## src/rtl/altstep_pkg.sv

```systemverilog
`timescale 1ns/1ps
package altstep_pkg;
   // which data register a step moves
   typedef enum logic {
      PICK_B = 1'b0,
      PICK_A = 1'b1
   } pick_e;

   function automatic pick_e pick_from_ctl(input logic ctl_bit);
      return ctl_bit ? PICK_A : PICK_B;
   endfunction
endpackage

```

## src/rtl/altstep_lfsr.sv

```systemverilog
`timescale 1ns/1ps
module altstep_lfsr #(
   parameter int unsigned W        = 5,
   parameter logic [W-1:0] TAPS    = 5'b01001,
   parameter bit          ZERO_FIX = 1'b1
) (
   input  logic         clk,
   input  logic         rst,
   input  logic         load,
   input  logic [W-1:0] seed,
   input  logic         adv,
   output logic [W-1:0] state,
   output logic         lsb
);
   localparam logic [W-1:0] ONE = W'(1);

   if (W < 2) begin : g_bad_width
      $error("altstep_lfsr: width below 2");
   end
   if (TAPS[0] != 1'b1) begin : g_bad_taps
      $error("altstep_lfsr: bit 0 must be tapped");
   end

   logic [W-1:0] st_q;
   logic [W-1:0] seed_fix;
   logic [W:0]   xr;

   // feedback: XOR chain over the tapped cells
   assign xr[0] = 1'b0;
   for (genvar i = 0; i < W; i++) begin : g_tap
      if (TAPS[i]) begin : g_on
         assign xr[i+1] = xr[i] ^ st_q[i];
      end else begin : g_off
         assign xr[i+1] = xr[i];
      end
   end

   if (ZERO_FIX) begin : g_fix
      assign seed_fix = (seed == '0) ? ONE : seed;
   end else begin : g_raw
      assign seed_fix = seed;
   end

   always_ff @(posedge clk) begin
      if (rst)       st_q <= ONE;
      else if (load) st_q <= seed_fix;
      else if (adv)  st_q <= {xr[W], st_q[W-1:1]};
   end

   assign state = st_q;
   assign lsb   = st_q[0];


   nonzero_chk: assert property (@(posedge clk) disable iff (rst)
      st_q != '0);

   shift_chk: assert property (@(posedge clk) disable iff (rst)
      (adv && !load) |=> (st_q[W-2:0] == $past(st_q[W-1:1])));

   zero_seed_chk: assert property (@(posedge clk) disable iff (rst)
      (load && seed == '0) |=> (st_q == ONE));

   hold_chk: assert property (@(posedge clk) disable iff (rst)
      (!load && !adv) |=> $stable(st_q));
endmodule

```

## src/rtl/altstep_sched.sv

```systemverilog
`timescale 1ns/1ps
module altstep_sched
   import altstep_pkg::*;
(
   input  logic clk,
   input  logic rst,
   input  logic load,
   input  logic step_en,
   input  logic ctl_lsb,
   output logic go,
   output logic adv_a,
   output logic adv_b
);
   logic  armed_q;
   pick_e pick;

   always_ff @(posedge clk) begin
      if (rst)       armed_q <= 1'b0;
      else if (load) armed_q <= 1'b1;
   end

   assign go    = step_en & armed_q & ~load;
   assign pick  = pick_from_ctl(ctl_lsb);
   assign adv_a = go & (pick == PICK_A);
   assign adv_b = go & (pick == PICK_B);


   unarmed_chk: assert property (@(posedge clk) disable iff (rst)
      !armed_q |-> !go);
endmodule

```

## src/rtl/altstep_mix.sv

```systemverilog
`timescale 1ns/1ps
module altstep_mix (
   input  logic clk,
   input  logic rst,
   input  logic go,
   input  logic lsb_a,
   input  logic lsb_b,
   output logic ks_bit,
   output logic ks_valid
);
   logic vld_q;

   always_ff @(posedge clk) begin
      if (rst) vld_q <= 1'b0;
      else     vld_q <= go;
   end

   assign ks_bit   = lsb_a ^ lsb_b;
   assign ks_valid = vld_q;
endmodule

```

## src/rtl/altstep_keygen.sv

```systemverilog
`timescale 1ns/1ps
module altstep_keygen #(
   parameter int unsigned   CW    = 5,
   parameter int unsigned   AW    = 7,
   parameter int unsigned   BW    = 11,
   parameter logic [CW-1:0] CTAPS = 5'b01001,
   parameter logic [AW-1:0] ATAPS = 7'b1000001,
   parameter logic [BW-1:0] BTAPS = 11'b01000000001
) (
   input  logic          clk,
   input  logic          rst,
   input  logic          step_en,
   input  logic          load,
   input  logic [CW-1:0] seed_ctl,
   input  logic [AW-1:0] seed_a,
   input  logic [BW-1:0] seed_b,
   output logic          ks_bit,
   output logic          ks_valid
);
   if (CW == AW || CW == BW || AW == BW) begin : g_bad_len
      $error("altstep_keygen: register lengths must all differ");
   end

   logic [CW-1:0] c_state;
   logic [AW-1:0] a_state;
   logic [BW-1:0] b_state;
   logic c_lsb, a_lsb, b_lsb;
   logic go, adv_a, adv_b;

   altstep_sched u_sched (
      .clk(clk), .rst(rst), .load(load), .step_en(step_en),
      .ctl_lsb(c_lsb), .go(go), .adv_a(adv_a), .adv_b(adv_b)
   );

   altstep_lfsr #(.W(CW), .TAPS(CTAPS), .ZERO_FIX(1'b1)) u_ctl (
      .clk(clk), .rst(rst), .load(load), .seed(seed_ctl), .adv(go),
      .state(c_state), .lsb(c_lsb)
   );

   altstep_lfsr #(.W(AW), .TAPS(ATAPS), .ZERO_FIX(1'b1)) u_rega (
      .clk(clk), .rst(rst), .load(load), .seed(seed_a), .adv(adv_a),
      .state(a_state), .lsb(a_lsb)
   );

   altstep_lfsr #(.W(BW), .TAPS(BTAPS), .ZERO_FIX(1'b1)) u_regb (
      .clk(clk), .rst(rst), .load(load), .seed(seed_b), .adv(adv_b),
      .state(b_state), .lsb(b_lsb)
   );

   altstep_mix u_mix (
      .clk(clk), .rst(rst), .go(go), .lsb_a(a_lsb), .lsb_b(b_lsb),
      .ks_bit(ks_bit), .ks_valid(ks_valid)
   );


   a_moves_chk: assert property (@(posedge clk) disable iff (rst)
      (go && c_lsb) |=> $stable(b_state));

   b_moves_chk: assert property (@(posedge clk) disable iff (rst)
      (go && !c_lsb) |=> $stable(a_state));

   ctl_every_chk: assert property (@(posedge clk) disable iff (rst)
      go |=> (c_state[CW-2:0] == $past(c_state[CW-1:1])));

   valid_src_chk: assert property (@(posedge clk) disable iff (rst)
      ks_valid |-> ($past(step_en) && !$past(load)));

   load_wins_chk: assert property (@(posedge clk) disable iff (rst)
      load |=> !ks_valid);
endmodule

```

## config.mk

```make
export PLATFORM = sky130hd
export DESIGN_NAME = altstep_keygen
export DESIGN_NICKNAME = d
export VERILOG_FILES = /design/src/rtl/altstep_pkg.sv /design/src/rtl/altstep_lfsr.sv /design/src/rtl/altstep_sched.sv /design/src/rtl/altstep_mix.sv /design/src/rtl/altstep_keygen.sv
export SDC_FILE = /design/constraint.sdc
export NUM_CORES = 1
export LEC_CHECK = 0
export ABC_CLOCK_PERIOD_IN_PS = 1550
export BUFFER_PORTS_ARGS = -buffer_cell sky130_fd_sc_hd__buf_2
export CORE_MARGIN = 5
export CORE_UTILIZATION = 40
export CTS_BUF_LIST = sky130_fd_sc_hd__clkbuf_4
export DETAILED_ROUTE_END_ITERATION = 8
export HOLD_SLACK_MARGIN = 0.06
export PLACE_DENSITY = 0.7
export SLEW_MARGIN = 5
export SYNTH_ARGS = -nofsm -noshare
export SYNTH_HDL_FRONTEND = slang
export SYNTH_SLANG_ARGS = --single-unit
```

## constraint.sdc

```tcl
create_clock -name clk -period 1.55 [get_ports clk]
set_clock_uncertainty 0.2 [all_clocks]
set_input_delay 0.31 -clock clk [delete_from_list [all_inputs] [get_ports clk]]
set_output_delay 0.31 -clock clk [all_outputs]
set_load 0.005 [all_outputs]
```

==> results.md <==
- Outcome: finished clean
- Async SR Flop Fraction: 0
- Synth Instances: 128
- Net count, final: 196
- Layout Cells excl Fill: 199
- Post-synth cell types: 28
- Primary FF master, synth: dfxtp_1
- Worst endpoint required time: 1.04 ns
- Combinational Power Share: 0.183
- First-pass GRT wire length: 4610 µm
- NetSw: 0.000337 W
- Pint: 0.000908 W
- Final Hold Vio Count: 0
- Kind of critical path: register to output pin
- Final core occ: 0.545
- YS warnings: 0
- Commonest non-fill, non-tap cell in the layout: buf_2
- Clock Latency Late Sink: 0.32 ns
- Diode count: 0
- Num rows: 19
- Slew margin rel.: 0.747
- GRT Util Overall: 0.139
- Reg-to-Reg End: u_regb.state[4]
- FF-to-FF Start: u_sched.armed_q
- CP Capture Type: output pin
- CTS Root Cell: clkbuf_4
- DP HPWL: 2020 µm
- CP Launch Point: u_rega.state[0]
- FF+latch area: 504 µm²
- Synthesized Nets: 155
- Area growth from synthesis to layout: 28.6%
- Port Buffers: 28
- RD Place Congestion: 0.823
- PwrDens: 814 mW/mm²
- Reg power frac: 0.582
- Number of I/O pins: 29
- RSZ-0062 raised after global routing: no
- HP Class: input port to register
- Hold path start: seed_b[6]
- First drt pass iteration count: 5
- Filler Cell Count: 255
- Max Cap Viol: 0
- Reg clk slew, reported paths: 0.15 ns
- Slowest-stage cell, CP: dfxtp_2
- CP Data Arrival Time: 1.03 ns
- Leakage: 0.724 nW
- Hold endpoint: u_regb.state[6]
- Die Wd: 64.5 µm
- Clk network pwr share: 0.235
- Largest net degree at the start of global routing: 24
- Slew Viols, Final: 0
- TritonCTS clock tree: done
- Synthesized area: 0.00119 mm²
- Largest stage delay, worst path: 0.38 ns
- Switching part of the total power: 0.271
- R2R depth: 4
- Avg Vias per Cell: 5.38
- Highest-count cells in the layout ignoring fill and taps: buf_2 (28), nor2_1 (22), dfxtp_1 (22), mux2i_1 (16), a211oi_1 (16)
- CTS buffer count: 3
- Sink Count: 25
- Synth Register Bits: 25
- Setup slack, reg-to-reg: 0.11 ns
- Maximum buffer depth of the clock tree: 2
- Total core area: 0.00281 mm²
- Cells after DPL: 183
- Vias in the first global route: 1,026
- Critical Path Source Type: register
- Vias: 1,071
- Avg WL per Cell: 14.1 µm
- Syn avg cell area: 9.29 µm²
- Sequential-to-total area share from yosys stat: 0.421
- H-tree lvl count: 1
- Maximum clock rate: 650 MHz
- Initial drt markers: 23
- Final min period: 1.54 ns
- Overall power: 0.00125 W
- Crit share post-route: 0.993
- Initial antenna violation count: 0
- Worst-path maximum fanout: 3
- Die ar.: 0.00416 mm²
- Number of synthesized flops with an enable pin: 0
- Share of layout cells above drive strength 1: 0.274
- Worst Max-Slew Pin Slew: 0.378 ns
- Area of the multi-input gates: 627 µm²
- Total gr overflow: 0
- Die Y: 64.5 µm
- Antenna Nets Post-Route: 0
- Worst-path cell chain: xor2_1 -> buf_2
- IR drop worst, VDD: 0.419 mV
- Setup violators final: 0
- WL final: 2800 µm
- Worst Hold Path Cells: 3
- Post-route DRC: 0
- Initial Util: 0.424
==> worst max-delay path by stage <==
| stage | endpoint | cells past startpoint |
|---|---|---|
| after floorplan | u_regb.state[9] | 5 |
| after global placement | u_rega.state[3] | 3 |
| after detailed placement | u_regb.state[4] | 4 |
| after CTS | ks_bit | 2 |
| after global routing | ks_bit | 2 |
| final | ks_bit | 2 |
==> kinds of logic after synthesis <==
| kind of cell | share of synthesized area |
|---|---|
| mux | 0.144 |
| flops | 0.421 |
| simple gates | 0.177 |
| buf+inv | 0.0526 |
| xor+xnor | 0.0295 |
| compound gates | 0.176 |
==> sequential cells by signal, summed over array words and instances, names as in the netlist <==
register / cells
u_regb.state: 11
u_rega.state: 7
u_ctl.state: 5
u_mix.ks_valid: 1
u_sched.armed_q: 1
==> area by class of cell <==
type                       instances  area share
sequential                        25       0.330
multi-input combinational         92       0.410
tap                               31      0.0254
clock inverter                     1     0.00327
inverter                           1     0.00245
timing repair buffer              46       0.214
clock buffer                       3      0.0147
==> metrics by stage <==
step	hold WS (ns)	worst slack, ns	TNS (ns)	cell area [µm²]
floorplan	0.254	0.214	0	1190
global placement	0.273	0.0851	0	1380
detailed placement	0.281	-0.00473	-0.00473	1380
CTS	0.0601	-0.00297	-0.00297	1510
global route	0.0727	0.00340	0	1530
finish	0.0655	0.0112	0	1530
==> synth_stat cells, types with 2 or more instances <==
| cell type | count | area [µm²] |
|---|---|---|
| dfxtp_1 | 25 | 500 |
| nor2_1 | 22 | 82.6 |
| a211oi_1 | 16 | 120 |
| mux2i_1 | 16 | 160 |
| clkbuf_1 | 7 | 26.3 |
| nand2_1 | 6 | 22.5 |
| a21oi_1 | 4 | 20.0 |
| nor4_1 | 4 | 25.0 |
| a311oi_1 | 3 | 26.3 |
| nand3_1 | 3 | 15.0 |
| xor2_1 | 3 | 26.3 |
| nand4_1 | 2 | 12.5 |
| nor3_1 | 2 | 10.0 |
==> metal layers <==
layer  global-route usage  share of wire
met5                    0              0
met3               0.0294          0.021
met2                0.236           0.52
met1                0.178           0.45
met4               0.0396          0.010
==> power by group through the flow <==
stage / clock [W] / sequential, W / combinational [W]
after global routing: 0.000320 / 0.000731 / 0.000254
final: 0.000293 / 0.000725 / 0.000228
after floorplan: 0 / 0.000725 / 0.000132
after CTS: 0.000296 / 0.000725 / 0.000222
after global placement: 0 / 0.000735 / 0.000194
after detailed placement: 0 / 0.000738 / 0.000201
==> repair_timing <==
action                                 CTS  global route
endpoints found under the hold margin   10             1
hold buffers                            10             1
buffers inserted                         0             1
setup endpoints to repair                5             2
pin swaps                                1             1
gates resized for setup                  3             1
==> critical path, delay by kind of cell, from the launching register on <==
| kind | cells | cell delay (ns) |
|---|---|---|
| flops | 1 | 0.38 |
| buf+inv | 1 | 0.15 |
| xor+xnor | 1 | 0.18 |
Power figures use the tool's default switching activity.
